===== config.mk =====
export PLATFORM = sky130hd
export DESIGN_NAME = magic_wake_det
export DESIGN_NICKNAME = d
export VERILOG_FILES = /design/src/rtl/mpw_pkg.sv /design/src/rtl/mpw_datapath.sv /design/src/rtl/mpw_control.sv /design/src/rtl/magic_wake_det.sv
export SDC_FILE = /design/constraint.sdc
export NUM_CORES = 1
export LEC_CHECK = 0
export ABC_AREA = 0
export BUFFER_PORTS_ARGS = -buffer_cell sky130_fd_sc_hd__buf_2
export CAP_MARGIN = 20
export CORE_ASPECT_RATIO = 1.5
export CORE_MARGIN = 2
export CORE_UTILIZATION = 50
export CTS_CLUSTER_SIZE = 20
export DETAILED_ROUTE_END_ITERATION = 12
export PLACE_DENSITY = 0.79
export SLEW_MARGIN = 15
export SYNTH_ARGS = -nofsm -noshare
export SYNTH_HDL_FRONTEND = slang
export SYNTH_SLANG_ARGS = --single-unit
export TNS_END_PERCENT = 1

===== constraint.sdc =====
create_clock -name clk -period 4.3 [get_ports clk]
set_input_delay 1.29 -clock clk [delete_from_list [all_inputs] [get_ports clk]]
set_output_delay 1.29 -clock clk [all_outputs]
set_load 0.01 [all_outputs]

===== src/rtl/mpw_pkg.sv =====
package mpw_pkg;

  typedef enum logic [1:0] {
    ST_HUNT = 2'd0,
    ST_ADDR = 2'd1,
    ST_HIT  = 2'd2
  } scan_e;

  // strobes from control to datapath
  typedef struct packed {
    logic fresh;      // byte opens a new frame: evaluate from cleared counters
    logic syncInc;
    logic syncLoad1;
    logic syncClr;
    logic addrInc;
    logic addrClr;
  } dp_ctl_t;

endpackage


===== src/rtl/mpw_datapath.sv =====
module mpw_datapath
  import mpw_pkg::*;
#(
  parameter int SYNC_LEN   = 6,
  parameter int COPIES     = 16,
  parameter int ADDR_BYTES = 6
) (
  input  logic                    clk,
  input  logic                    rstN,
  input  logic [7:0]              byteData,
  input  logic [ADDR_BYTES*8-1:0] stationAddr,
  input  dp_ctl_t                 ctl,
  output logic                    isFF,
  output logic                    addrHit,
  output logic                    syncFull,
  output logic                    addrFirst,
  output logic                    addrLast
);

  localparam int SW = $clog2(SYNC_LEN + 1);
  localparam int BW = (ADDR_BYTES > 1) ? $clog2(ADDR_BYTES) : 1;
  localparam int CW = (COPIES > 1) ? $clog2(COPIES) : 1;

  logic [SW-1:0] syncCnt, effSync;
  logic [BW-1:0] byteIdx, effByte;
  logic [CW-1:0] copyIdx, effCopy;
  logic [7:0]    addrBytes [ADDR_BYTES];
  logic [7:0]    expByte;

  // split the address into bytes, first-sent byte at index 0
  for (genvar g = 0; g < ADDR_BYTES; g++) begin : g_addr
    assign addrBytes[g] = stationAddr[(ADDR_BYTES-g)*8-1 -: 8];
  end

  always_comb begin
    effSync = ctl.fresh ? '0 : syncCnt;
    effByte = ctl.fresh ? '0 : byteIdx;
    effCopy = ctl.fresh ? '0 : copyIdx;
    expByte = addrBytes[effByte];
  end

  assign isFF      = (byteData == 8'hFF);
  assign addrHit   = (byteData == expByte);
  assign syncFull  = (effSync == SW'(SYNC_LEN - 1));
  assign addrFirst = (effByte == '0) && (effCopy == '0);
  assign addrLast  = (effByte == BW'(ADDR_BYTES - 1)) && (effCopy == CW'(COPIES - 1));

  always_ff @(posedge clk or negedge rstN) begin
    if (!rstN) begin
      syncCnt <= '0;
    end else if (ctl.syncClr) begin
      syncCnt <= '0;
    end else if (ctl.syncLoad1) begin
      syncCnt <= SW'(1);
    end else if (ctl.syncInc) begin
      syncCnt <= effSync + SW'(1);
    end else if (ctl.fresh) begin
      syncCnt <= '0;
    end
  end

  always_ff @(posedge clk or negedge rstN) begin
    if (!rstN) begin
      byteIdx <= '0;
      copyIdx <= '0;
    end else if (ctl.addrClr) begin
      byteIdx <= '0;
      copyIdx <= '0;
    end else if (ctl.addrInc) begin
      if (effByte == BW'(ADDR_BYTES - 1)) begin
        byteIdx <= '0;
        copyIdx <= effCopy + CW'(1);
      end else begin
        byteIdx <= effByte + BW'(1);
        copyIdx <= effCopy;
      end
    end else if (ctl.fresh) begin
      byteIdx <= '0;
      copyIdx <= '0;
    end
  end

  // position counters stay inside one pattern
  a_r1_byte_range: assert property (@(posedge clk) disable iff (!rstN)
    byteIdx < BW'(ADDR_BYTES));
  a_r1_copy_range: assert property (@(posedge clk) disable iff (!rstN)
    int'(copyIdx) < COPIES);
  // sync run never counts past its full length
  a_r10_sync_range: assert property (@(posedge clk) disable iff (!rstN)
    int'(syncCnt) < SYNC_LEN);
  // a re-evaluated sync byte restarts the run at one
  a_r6_reload_one: assert property (@(posedge clk) disable iff (!rstN)
    ctl.syncLoad1 && !ctl.syncClr |=> syncCnt == SW'(1));

endmodule


===== src/rtl/mpw_control.sv =====
module mpw_control
  import mpw_pkg::*;
(
  input  logic    clk,
  input  logic    rstN,
  input  logic    byteValid,
  input  logic    frameStart,
  input  logic    frameEnd,
  input  logic    frameGood,
  input  logic    magicEn,
  input  logic    pmEn,
  input  logic    swClear,
  input  logic    swOnly,
  input  logic    isFF,
  input  logic    addrHit,
  input  logic    syncFull,
  input  logic    addrFirst,
  input  logic    addrLast,
  output dp_ctl_t ctl,
  output logic    wakeEvent
);

  scan_e st, nxt, cur;
  logic  inFrame;
  logic  active, take, hitNow, commit;

  always_comb begin
    active = magicEn & pmEn;
    take   = byteValid & (inFrame | frameStart) & active;
    ctl    = '0;
    ctl.fresh = take & frameStart;
    cur    = frameStart ? ST_HUNT : st;
    nxt    = st;
    hitNow = 1'b0;
    commit = 1'b0;
    if (!active) begin
      nxt         = ST_HUNT;
      ctl.syncClr = 1'b1;
      ctl.addrClr = 1'b1;
    end else if (take) begin
      nxt = cur;
      unique case (cur)
        ST_HUNT: begin
          ctl.addrClr = 1'b1;
          if (isFF) begin
            if (syncFull) begin
              nxt         = ST_ADDR;
              ctl.syncClr = 1'b1;
            end else begin
              ctl.syncInc = 1'b1;
            end
          end else begin
            ctl.syncClr = 1'b1;
          end
        end
        ST_ADDR: begin
          if (addrHit) begin
            if (addrLast) begin
              nxt         = ST_HIT;
              hitNow      = 1'b1;
              ctl.addrClr = 1'b1;
            end else begin
              ctl.addrInc = 1'b1;
            end
          end else if (isFF && addrFirst) begin
            nxt = ST_ADDR;              // extra sync byte, stay locked
          end else begin
            nxt         = ST_HUNT;
            ctl.addrClr = 1'b1;
            if (isFF) ctl.syncLoad1 = 1'b1;
            else      ctl.syncClr   = 1'b1;
          end
        end
        ST_HIT: hitNow = 1'b1;
        default: nxt = ST_HUNT;
      endcase
      if (frameEnd) begin
        commit        = hitNow & frameGood;
        nxt           = ST_HUNT;
        ctl.syncLoad1 = 1'b0;
        ctl.syncInc   = 1'b0;
        ctl.addrInc   = 1'b0;
        ctl.syncClr   = 1'b1;
        ctl.addrClr   = 1'b1;
      end
    end
  end

  always_ff @(posedge clk or negedge rstN) begin
    if (!rstN) st <= ST_HUNT;
    else       st <= nxt;
  end

  always_ff @(posedge clk or negedge rstN) begin
    if (!rstN) begin
      inFrame <= 1'b0;
    end else if (byteValid) begin
      if (frameEnd)        inFrame <= 1'b0;
      else if (frameStart) inFrame <= 1'b1;
    end
  end

  always_ff @(posedge clk or negedge rstN) begin
    if (!rstN) begin
      wakeEvent <= 1'b0;
    end else if (commit) begin
      wakeEvent <= 1'b1;
    end else if (swClear) begin
      wakeEvent <= 1'b0;
    end else if (!swOnly && !pmEn) begin
      wakeEvent <= 1'b0;
    end
  end

  // an event only appears after a good frame end
  a_r3_rise_on_good_end: assert property (@(posedge clk) disable iff (!rstN)
    $rose(wakeEvent) |-> $past(byteValid && frameEnd && frameGood));
  // disabled detector idles and never raises the flag
  a_r4_idle_when_off: assert property (@(posedge clk) disable iff (!rstN)
    !(magicEn && pmEn) |=> st == ST_HUNT);
  a_r4_no_set_when_off: assert property (@(posedge clk) disable iff (!rstN)
    !(magicEn && pmEn) && !wakeEvent |=> !wakeEvent);
  // clear takes effect next cycle when no frame end competes
  a_r8_clear: assert property (@(posedge clk) disable iff (!rstN)
    swClear && !(byteValid && frameEnd) |=> !wakeEvent);
  // software-only mode holds the flag
  a_r9_hold: assert property (@(posedge clk) disable iff (!rstN)
    wakeEvent && swOnly && !swClear |=> wakeEvent);

endmodule


===== src/rtl/magic_wake_det.sv =====
module magic_wake_det
  import mpw_pkg::*;
#(
  parameter int SYNC_LEN   = 6,
  parameter int COPIES     = 16,
  parameter int ADDR_BYTES = 6
) (
  input  logic                    clk,
  input  logic                    rstN,
  input  logic [7:0]              byteData,
  input  logic                    byteValid,
  input  logic                    frameStart,
  input  logic                    frameEnd,
  input  logic                    frameGood,
  input  logic [ADDR_BYTES*8-1:0] stationAddr,
  input  logic                    magicEn,
  input  logic                    pmEn,
  input  logic                    swClear,
  input  logic                    swOnly,
  output logic                    wakeEvent,
  output logic                    pmeN
);

  dp_ctl_t ctl;
  logic    isFF, addrHit, syncFull, addrFirst, addrLast;

  mpw_datapath #(
    .SYNC_LEN  (SYNC_LEN),
    .COPIES    (COPIES),
    .ADDR_BYTES(ADDR_BYTES)
  ) i_dp (
    .clk        (clk),
    .rstN       (rstN),
    .byteData   (byteData),
    .stationAddr(stationAddr),
    .ctl        (ctl),
    .isFF       (isFF),
    .addrHit    (addrHit),
    .syncFull   (syncFull),
    .addrFirst  (addrFirst),
    .addrLast   (addrLast)
  );

  mpw_control i_ctl (
    .clk       (clk),
    .rstN      (rstN),
    .byteValid (byteValid),
    .frameStart(frameStart),
    .frameEnd  (frameEnd),
    .frameGood (frameGood),
    .magicEn   (magicEn),
    .pmEn      (pmEn),
    .swClear   (swClear),
    .swOnly    (swOnly),
    .isFF      (isFF),
    .addrHit   (addrHit),
    .syncFull  (syncFull),
    .addrFirst (addrFirst),
    .addrLast  (addrLast),
    .ctl       (ctl),
    .wakeEvent (wakeEvent)
  );

  assign pmeN = ~wakeEvent;

endmodule


==> results of run 1 <==
flip-flops by register name (all words and copies together), names as in the netlist:
register         cells
i_ctl.inFrame        1
i_ctl.st             2
i_ctl.wakeEvent      1
i_dp.byteIdx         3
i_dp.copyIdx         4
i_dp.syncCnt         3
path summary, 6_finish.rpt:
kind                       slack [ns]                       from                         to  cells after the start
setup reg to reg                 0.86  i_dp.byteIdx[1]$_DFF_PN0_  i_dp.byteIdx[2]$_DFF_PN0_                      8
hold / removal                   0.50    i_ctl.st[1]$_DFFE_PN0P_    i_ctl.st[1]$_DFFE_PN0P_                      2
max in group asynchronous        3.11                       rstN  i_dp.copyIdx[3]$_DFF_PN0_                      1
hold reg to reg                  0.50    i_ctl.st[1]$_DFFE_PN0P_    i_ctl.st[1]$_DFFE_PN0P_                      2
setup / recovery                 0.46                    magicEn  i_dp.byteIdx[2]$_DFF_PN0_                     10
min in group asynchronous        0.93                       rstN  i_ctl.inFrame$_DFFE_PN0P_                      1
synthesized netlist by cell type, types with 6 or more instances:
| cell type | n |
|---|---|
| o21ai_0 | 11 |
| a21oi_1 | 13 |
| nand4_1 | 8 |
| clkbuf_1 | 6 |
| a211oi_1 | 9 |
| ha_1 | 8 |
| dfrtp_1 | 14 |
| nand2_1 | 21 |
| nand3_1 | 12 |
| inv_1 | 11 |
| mux2i_1 | 14 |
| nor2_1 | 20 |
cell type report:
cell class | instances | area (um2) | share of cell area
Multi-Input combinational cell | 204 | 1390 | 0.600
Inverter | 11 | 41.3 | 0.0178
Clock buffer | 4 | 55.1 | 0.0238
Timing Repair Buffer | 79 | 425 | 0.184
Tap cell | 43 | 53.8 | 0.0232
Sequential cell | 14 | 350 | 0.151
worst min-delay path, delay by kind of cell (launching register included):
| kind | cells | cell delay, ns |
|---|---|---|
| and+or+nand+nor | 1 | 0.05 |
| AOI/OAI and AO/OA | 1 | 0.08 |
| DFF | 1 | 0.34 |
metrics by stage:
stage          instance area [um2]  cells  power (mW)  utilization  hold slack (ns)
3_3_place_gp                  2260    351       0.213        0.620            0.465
6_report                      2320    355       0.345        0.635            0.500
3_5_place_dp                  2260    351       0.214        0.620            0.482
4_1_cts                       2320    355       0.345        0.635            0.500
2_1_floorplan                 1880    245       0.170            -            0.442
5_1_grt                       2320    355       0.362        0.635            0.513
metal layers:
layer  vias up  share of wire
li1       1061              -
met1      1002           0.37
met2       106           0.53
met3        25          0.064
met4         0          0.042
met5         -              0
report_power, final:
| group | total, mW | internal, mW | switching [mW] |
|---|---|---|---|
| sequential | 0.133 | 0.133 | 0.000505 |
| clock | 0.133 | 0.0812 | 0.0517 |
| combinational | 0.0790 | 0.0405 | 0.0386 |
| total | 0.345 | 0.255 | 0.0908 |
cell families after synthesis:
family	synth area share
buffers and inverters	0.0745
AO/OA/AOI/OAI	0.281
adder cells (fa/ha/maj)	0.0532
AND/OR/NAND/NOR	0.281
XOR/XNOR	0.0186
flip-flops	0.186
multiplexers	0.106
==> metrics.md, run 1 <==
| Metric | Value |
|---|---|
| CORE AREA | 0.00365 mm2 |
| Fin worst setup slack | 0.463 ns |
| Main synth FF type | dfrtp_1 |
| FILL cells | 345 |
| CTS tree | built |
| Total number of vias | 2194 |
| Tightest Hold Check Type | reg -> reg |
| WP buf/inv | 2 |
| I/O Pins | 68 |
| Max-slew violation count | 0 |
| Hold Vio Cnt, Final | 0 |
| Largest net degree at the start of global routing | 20 |
| GR Util met1 | 0.275 |
| Status | complete, no violations |
| Synth Instances | 245 |
| Number of antenna repair diodes | 0 |
| Routability cong. | 0.869 |
| Crit Path Max Fanout | 10 |
| Synth async-reset ratio | 1.00 |
| Commonest non-fill, non-tap cell in the layout | buf_2 |
| Slowest CP cell | or4b_1 |
| Die Ht | 79.1 um |
| First-pass GRT wire length | 8.72 mm |
| Die ar. | 0.00428 mm2 |
| DP Wirelength | 4.40 mm |
| Mapped Nets | 319 |
| Slew Limit Headroom | 0.550 |
| Global Route Usage Sum | 0.269 |
| Clock root cell | clkbuf_8 |
| Post-synthesis register bit count | 14 |
| Routed Antenna Nets | 0 |
| CTS Hold Bufs | 0 |
| Critical Path AT | 4.00 ns |
| Worst Setup End Kind | flip-flop |
| Routed WL | 5.61 mm |
| Synth Warn # | 0 |
| Row Count | 27 |
| # H-tree levels | 1 |
| Library cells used by synthesis | 56 |
| Most used cell, CP | a211o_1 |
| Final setup viols | 0 |
| Fin crit period | 3.84 ns |
| Vias in the first global route | 2079 |
| Post-route DRC violation count | 0 |
| Total global routing overflow | 0 |
| Sequential share of the synthesized area | 0.186 |
| Max-cap viol count | 0 |
| Worst-margin pin slew | 0.675 ns |
| Setup WS pre-CTS | 0.226 ns |
| Fin crit share | 0.892 |
| Pwr dens | 149 mW/mm2 |
| Max Freq | 0.261 GHz |
| Number of gates resized after CTS | 0 |
| Required @ worst endpoint | 4.46 ns |
| Clock sink count | 14 |
| Clk_lat worst skew | 0.25 ns |
| Initial core utilization | 0.516 |
| First-pass DRT Iterations | 5 |
| DRT iter0 DRCs | 77 |
| Top cells by area, synth | dfrtp_1, mux2i_1, ha_1, nand2_1, nor2_1 |
| Crit start category | primary input |
| Port bufs | 67 |
| Avg Inst Size Synth | 7.68 um2 |
| P&R area growth vs syn | 23.1% |
| Crit path kind | in -> reg |
| Num CTS Buffers | 3 |
| RSZ-0062 raised after global routing | false |
| Vias/cell | 6.18 |
| Crit-path cells | buf_2, and4_1, buf_4, a211o_1, a211o_1, o2111ai_1, or4b_4, or2_1, or4b_1, a211oi_2 |
| Lkg Pwr | 1.03 nW |
| Most frequent cells in the layout | buf_2, nand2_1, nor2_1 |
| Post-route clock skew | 0.00410 ns |
| Layout cells sized above 1 | 0.317 |
| Area leader, netlist | dfrtp_1 |
| Mapped cell area | 0.00188 mm2 |
| Worst vdd ir | 0.179 mV |
| Yosys top cell area share | 0.186 |
| Clk pin slew, worst setup/hold paths | 0.06 ns |
| Routed length per instance | 15.8 um |
| Post-synth EDFFs | 0 |
| Buffer levels on the longest clock path | 2 |
| Met3 GRT Util | 0.0244 |
| CP delay by family, top | simple AND/OR/NAND/NOR gates |
| Met2 Track Usage GR | 0.502 |
| Initial antenna violation count | 0 |
| # nets final | 387 |
| Setup tns final | 0 ns |
| Setup Buffers After CTS | 0 |
| Worst path max stage delay | 0.53 ns |
| Layer with the highest usage | met2 |
| Die width | 54.1 um |
Power figures use the tool's default switching activity.
==> inputs of run 2 (changes only) <==
--- a/config.mk
+++ b/config.mk
@@ -13,7 +13,7 @@
 export CORE_UTILIZATION = 50
 export CTS_CLUSTER_SIZE = 20
 export DETAILED_ROUTE_END_ITERATION = 12
-export PLACE_DENSITY = 0.79
+export PLACE_DENSITY = 0.86
 export SLEW_MARGIN = 15
 export SYNTH_ARGS = -nofsm -noshare
 export SYNTH_HDL_FRONTEND = slang
==> run 2 against run 1 <==
Worst hold slack worse by 0.0072 ns. First-iteration DRC count rose by 13%. Global-route usage is 1.1 points lower. Critical path depth unchanged. Sequential power hardly changed. Clock power about the same.
==> metrics.md, run 2 (synthesis results as in run 1) <==
| Metric | Value |
|---|---|
| Status | complete, no violations (unchanged) |
| Slew Limit Headroom | 0.325 (was 0.550) |
| Initial core utilization | 0.516 (unchanged) |
| Buffer levels on the longest clock path | 2 (unchanged) |
| Crit Path Max Fanout | 9 (was 10) |
| CTS tree | built (unchanged) |
| # H-tree levels | 1 (unchanged) |
| Die width | 54.1 um (unchanged) |
| Vias/cell | 6.29 (was 6.18) |
| Total number of vias | 2222 (was 2194) |
| Cell-internal power | 0.254 mW (was 0.255 mW) |
| Largest register by flop count | i_dp.copyIdx (unchanged) |
| Largest net degree at the start of global routing | 29 (was 20) |
| Comb power frac | 0.228 (was 0.229) |
| Worst vdd ir | 0.128 mV (was 0.179 mV) |
| Routed Antenna Nets | 0 (unchanged) |
| Row Count | 27 (unchanged) |
| Max-cap viol count | 0 (unchanged) |
| Required @ worst endpoint | 4.48 ns (was 4.46 ns) |
| Port bufs | 67 (unchanged) |
| Worst-margin pin slew | 1.01 ns (was 0.675 ns) |
| Largest register FFs | 4 (unchanged) |
| Routability cong. | 0.917 (was 0.869) |
| Post-route DRC violation count | 0 (unchanged) |
| CTS Hold Bufs | 0 (unchanged) |
| Number of antenna repair diodes | 0 (unchanged) |
| Crit start category | primary input (unchanged) |
| Worst Setup End Kind | flip-flop (unchanged) |
| Tot Pwr | 0.345 mW (about the same) |
| I/O Pins | 68 (unchanged) |
| Sw Share | 0.263 (about the same) |
| Worst Hold Slack | 0.493 ns (was 0.500 ns) |
| # nets final | 385 (was 387) |
| Max-slew violation count | 0 (unchanged) |
| Post-route clock skew | 0.0101 ns (was 0.00410 ns) |
| Critical Path AT | 4.08 ns (was 4.00 ns) |
| Final setup viols | 0 (unchanged) |
| Flop pwr share | 0.386 (about the same) |
| Initial antenna violation count | 0 (unchanged) |
| Sw Pwr | 0.0910 mW (was 0.0908 mW) |
| CORE AREA | 0.00365 mm2 (unchanged) |
| Lkg Pwr | 1.02 nW (was 1.03 nW) |
| Routed length per instance | 15.3 um (was 15.8 um) |
| Setup slack, reg-to-reg | 0.76 ns (was 0.86 ns) |
| Clk pin slew, worst setup/hold paths | 0.07 ns (was 0.06 ns) |
| Setup tns final | 0 ns (unchanged) |
| P&R area growth vs syn | 22.3% (was 23.1%) |
| Total global routing overflow | 0 (unchanged) |
| DP Wirelength | 4.26 mm (was 4.40 mm) |
| First-pass GRT wire length | 8.38 mm (was 8.72 mm) |
| DRT iter0 DRCs | 87 (was 77) |
| Number of gates resized after CTS | 0 (unchanged) |
| Routed WL | 5.41 mm (was 5.61 mm) |
| Most frequent cells in the layout | buf_2, nand2_1, nor2_1 (unchanged) |
| Final core occ | 0.631 (was 0.635) |
| Clock root cell | clkbuf_8 (unchanged) |
| Hold Vio Cnt, Final | 0 (unchanged) |
| Fin crit share | 0.908 (was 0.892) |
| Die ar. | 0.00428 mm2 (unchanged) |
| Setup Buffers After CTS | 0 (unchanged) |
| Clock sink count | 14 (unchanged) |
| Max Freq | 0.256 GHz (was 0.261 GHz) |
| Hold-critical path endpoint | i_ctl.st[1]$_DFFE_PN0P_ (unchanged) |
| Commonest non-fill, non-tap cell in the layout | buf_2 (unchanged) |
| Hold path start | i_ctl.st[1]$_DFFE_PN0P_ (unchanged) |
| Worst r2r dst | i_dp.byteIdx[2]$_DFF_PN0_ (unchanged) |
| Fin crit period | 3.90 ns (was 3.84 ns) |
| Crit path kind | in -> reg (unchanged) |
| Vias in the first global route | 2016 (was 2079) |
| Num CTS Buffers | 3 (unchanged) |
| Clk_lat worst skew | 0.26 ns (was 0.25 ns) |
| Pwr dens | 150 mW/mm2 (was 149 mW/mm2) |
| Tightest Hold Check Type | reg -> reg (unchanged) |
| Die Ht | 79.1 um (unchanged) |
| RSZ-0062 raised after global routing | false (unchanged) |
| Worst Reg-to-Reg Cells | 8 (unchanged) |
| FF-to-FF Start | i_dp.byteIdx[0]$_DFF_PN0_ (was i_dp.byteIdx[1]$_DFF_PN0_) |
| Clk network pwr share | 0.386 (was 0.385) |
| Global Route Usage Sum | 0.258 (was 0.269) |
| First-pass DRT Iterations | 4 (was 5) |
| Layout cells sized above 1 | 0.313 (was 0.317) |
| Largest regs | i_dp.copyIdx x4, i_dp.byteIdx x3, i_dp.syncCnt x3 (unchanged) |
| Hold path cells | 2 (unchanged) |
run 2: metal layers:
layer  track usage  up-vias  share of wire
li1              -     1061              -
met1         0.281     1062           0.37
met2         0.496       92           0.55
met3        0.0188        7          0.062
met4        0.0825        0          0.014
met5             0        -              0
run 2: through the flow:
stage / setup slack [ns] / area (um2) / cells
final: 0.395 / 2300 / 353
after global routing: 0.250 / 2300 / 353
after CTS: 0.399 / 2300 / 353
after detailed placement: 0.135 / 2250 / 349
after global placement: 0.192 / 2250 / 349
after floorplan: 0.398 / 1880 / 245
run 2: worst max-delay path, stage by stage:
cell,delay [ns]
buf_2,0.12
and4_1,0.40
buf_4,0.20
a211oi_1,0.05
o22ai_1,0.27
mux2i_1,0.13
or4b_4,0.57
or2_1,0.29
or4b_1,0.54
a211oi_2,0.22
run 2: cell type report:
cell class	count	area [um2]
Fill cell	337	1350
Timing Repair Buffer	77	410
Multi-Input combinational cell	204	1390
Inverter	11	41.3
Sequential cell	14	350
Clock buffer	4	55.1
Tap cell	43	53.8
run 2: worst max-delay path by stage:
stage	end	start	depth (start not counted)	slack, ns
after floorplan	i_dp.byteIdx[2]$_DFF_PN0_	magicEn	11	0.40
after global routing	i_dp.copyIdx[1]$_DFF_PN0_	magicEn	12	0.25
after global placement	i_dp.byteIdx[2]$_DFF_PN0_	frameStart	10	0.19
final	i_dp.byteIdx[2]$_DFF_PN0_	byteValid	10	0.40
after CTS	i_dp.byteIdx[2]$_DFF_PN0_	pmEn	10	0.40
after detailed placement	i_dp.byteIdx[2]$_DFF_PN0_	pmEn	10	0.13
run 2: power groups by stage:
stage	Clock [mW]	Combinational, mW	Sequential [mW]
after floorplan	0	0.0339	0.136
after global placement	0	0.0762	0.136
after detailed placement	0	0.0779	0.136
after CTS	0.135	0.0785	0.133
after global routing	0.141	0.0861	0.133
final	0.133	0.0787	0.133
==> inputs of run 3 (changes only) <==
--- a/config.mk
+++ b/config.mk
@@ -6,7 +6,7 @@
 export NUM_CORES = 1
 export LEC_CHECK = 0
 export ABC_AREA = 0
-export BUFFER_PORTS_ARGS = -buffer_cell sky130_fd_sc_hd__buf_2
+export BUFFER_PORTS_ARGS = -buffer_cell sky130_fd_sc_hd__buf_4
 export CAP_MARGIN = 20
 export CORE_ASPECT_RATIO = 1.5
 export CORE_MARGIN = 2
==> run 3 against run 2 <==
Critical path depth unchanged. Cell area increased by 6.4%. Register-to-register slack got worse by 0.06 ns. Via count decreased by 2.7%. Critical endpoint unchanged. Highest routed layer unchanged.
==> metrics.md, run 3 (synthesis results as in run 1) <==
| Metric | Value |
|---|---|
| Total global routing overflow | 0 (unchanged) |
| Number of antenna repair diodes | 0 (unchanged) |
| DRT iter0 DRCs | 83 (was 87) |
| Placed Area | 0.00241 mm2 (was 0.00225 mm2) |
| Flop pwr share | 0.393 (was 0.386) |
| Commonest non-fill, non-tap cell in the layout | buf_4 (was buf_2) |
| Fin crit share | 0.912 (was 0.908) |
| Setup slack, reg-to-reg | 0.70 ns (was 0.76 ns) |
| Total number of vias | 2163 (was 2222) |
| Largest net degree at the start of global routing | 29 (unchanged) |
| Final setup viols | 0 (unchanged) |
| Crit path kind | in -> reg (unchanged) |
| Setup tns final | 0 ns (unchanged) |
| Crit start category | primary input (unchanged) |
| Worst r2r dst | i_dp.byteIdx[2]$_DFF_PN0_ (unchanged) |
| Sw Pwr | 0.0883 mW (was 0.0910 mW) |
| Vias/cell | 6.16 (was 6.29) |
| DP Wirelength | 4.40 mm (was 4.26 mm) |
| Num CTS Buffers | 3 (unchanged) |
| Setup Buffers After CTS | 0 (unchanged) |
| Fin crit period | 3.92 ns (was 3.90 ns) |
| Row Count | 27 (unchanged) |
| Die ar. | 0.00428 mm2 (unchanged) |
| Hold Vio Cnt, Final | 0 (unchanged) |
| Pwr dens | 139 mW/mm2 (was 150 mW/mm2) |
| Clk pin slew, worst setup/hold paths | 0.06 ns (was 0.07 ns) |
| Required @ worst endpoint | 4.47 ns (was 4.48 ns) |
| Routed length per instance | 15.6 um (was 15.3 um) |
| FILL cells | 307 (was 337) |
| Setup crit end | i_dp.byteIdx[2]$_DFF_PN0_ (unchanged) |
| RSZ-0062 raised after global routing | false (unchanged) |
| I/O Pins | 68 (unchanged) |
| Port bufs | 67 (unchanged) |
| Layout cells sized above 1 | 0.308 (was 0.313) |
| Buffer levels on the longest clock path | 2 (unchanged) |
| Vias in the first global route | 2086 (was 2016) |
| Tightest Hold Check Type | reg -> reg (unchanged) |
| Post-route clock skew | 0.00419 ns (was 0.0101 ns) |
| Die width | 54.1 um (unchanged) |
| Post-route cell area | 0.00245 mm2 (was 0.00230 mm2) |
| Crit Path Max Fanout | 9 (unchanged) |
| Worst-margin pin slew | 0.976 ns (was 1.01 ns) |
| Initial antenna violation count | 0 (unchanged) |
| FF-to-FF Start | i_dp.byteIdx[0]$_DFF_PN0_ (unchanged) |
| Clock root cell | clkbuf_8 (unchanged) |
| Worst vdd ir | 0.153 mV (was 0.128 mV) |
| # nets final | 384 (was 385) |
| CORE AREA | 0.00365 mm2 (unchanged) |
| First-pass GRT wire length | 8.72 mm (was 8.38 mm) |
| Slew Limit Headroom | 0.350 (was 0.325) |
| First-pass DRT Iterations | 4 (unchanged) |
| Tot Pwr | 0.340 mW (was 0.345 mW) |
| CTS Hold Bufs | 0 (unchanged) |
| Max-cap viol count | 0 (unchanged) |
| Worst Reg-to-Reg Cells | 8 (unchanged) |
| Sw Share | 0.260 (was 0.263) |
| Largest register by flop count | i_dp.copyIdx (unchanged) |
| Worst Setup End Kind | flip-flop (unchanged) |
| Lkg Pwr | 1.07 nW (was 1.02 nW) |
| Largest regs | i_dp.copyIdx x4, i_dp.byteIdx x3, i_dp.syncCnt x3 (unchanged) |
| Initial core utilization | 0.516 (unchanged) |
| Area of the multi-input gates | 0.00139 mm2 (unchanged) |
| Max Freq | 0.255 GHz (was 0.256 GHz) |
| Global Route Usage Sum | 0.266 (was 0.258) |
| Largest register FFs | 4 (unchanged) |
| # H-tree levels | 1 (unchanged) |
| Status | complete, no violations (unchanged) |
| Cell-internal power | 0.252 mW (was 0.254 mW) |
| Post-route DRC violation count | 0 (unchanged) |
| Routed Antenna Nets | 0 (unchanged) |
| Max-slew violation count | 0 (unchanged) |
| Routed WL | 5.49 mm (was 5.41 mm) |
| Register area | 350 um2 (unchanged) |
| Clk_lat worst skew | 0.25 ns (was 0.26 ns) |
| Most frequent cells in the layout | buf_4, nand2_1, nor2_1 (was buf_2, nand2_1, nor2_1) |
| Number of gates resized after CTS | 0 (unchanged) |
| CTS tree | built (unchanged) |
| Die Ht | 79.1 um (unchanged) |
| Clock sink count | 14 (unchanged) |
| Comb power frac | 0.282 (was 0.228) |
| Critical Path AT | 4.09 ns (was 4.08 ns) |
| Critical Path Start | magicEn (was byteValid) |
| Routability cong. | 0.885 (was 0.917) |
| Clk network pwr share | 0.325 (was 0.386) |
| P&R area growth vs syn | 30.1% (was 22.3%) |
[run 3: cell count changes in the layout (fill, tap and decap cells not counted)]
cell and change:
buf_2 -67, buf_4 +66, clkbuf_8 -1
[run 3: area by class of cell]
type                       count  share of cell area
multi-input combinational    204               0.568
timing repair buffer          76               0.233
sequential                    14               0.143
tap                           43              0.0220
clock buffer                   3              0.0169
inverter                      11              0.0169
[run 3: per-stage QoR]
step | hold slack [ns] | cells | utilization | setup slack [ns]
floorplan | 0.442 | 245 | - | 0.398
global placement | 0.459 | 348 | 0.660 | 0.219
detailed placement | 0.469 | 348 | 0.660 | 0.147
CTS | 0.482 | 351 | 0.671 | 0.390
global route | 0.514 | 351 | 0.671 | 0.220
finish | 0.473 | 351 | 0.671 | 0.378
[run 3: power by group through the flow]
stage	clock [mW]	sequential (mW)	combinational, mW
floorplan	0	0.136	0.0339
global placement	0	0.136	0.0925
detailed placement	0	0.136	0.0949
CTS	0.110	0.133	0.0954
global route	0.117	0.133	0.104
finish	0.111	0.133	0.0959
[run 3: metal layers]
metal,global-route usage,part of all wire,up-vias
met4,0.120,0.029,0
li1,-,-,1057
met2,0.483,0.54,75
met3,0.0263,0.048,18
met1,0.296,0.38,1013
met5,0,0,-
[run 3: critical path, cell delays in order]
cell and delay [ns]:
buf_4 0.12, and4_1 0.31, buf_4 0.20, a211oi_1 0.23
o22ai_1 0.14, mux2i_1 0.17, or4b_4 0.56, or2_1 0.30
or4b_1 0.54, a211oi_2 0.22
[run 3: worst min path at each step]
stage	start	end	slack [ns]	cells after the start
after global placement	i_ctl.st[1]$_DFFE_PN0P_	i_ctl.st[1]$_DFFE_PN0P_	0.46	2
after detailed placement	i_ctl.st[1]$_DFFE_PN0P_	i_ctl.st[1]$_DFFE_PN0P_	0.47	2
after global routing	i_ctl.st[1]$_DFFE_PN0P_	i_ctl.st[1]$_DFFE_PN0P_	0.51	2
final	i_ctl.st[1]$_DFFE_PN0P_	i_ctl.st[1]$_DFFE_PN0P_	0.47	2
after CTS	i_ctl.st[1]$_DFFE_PN0P_	i_ctl.st[1]$_DFFE_PN0P_	0.48	2
after floorplan	i_ctl.st[1]$_DFFE_PN0P_	i_ctl.st[1]$_DFFE_PN0P_	0.44	2
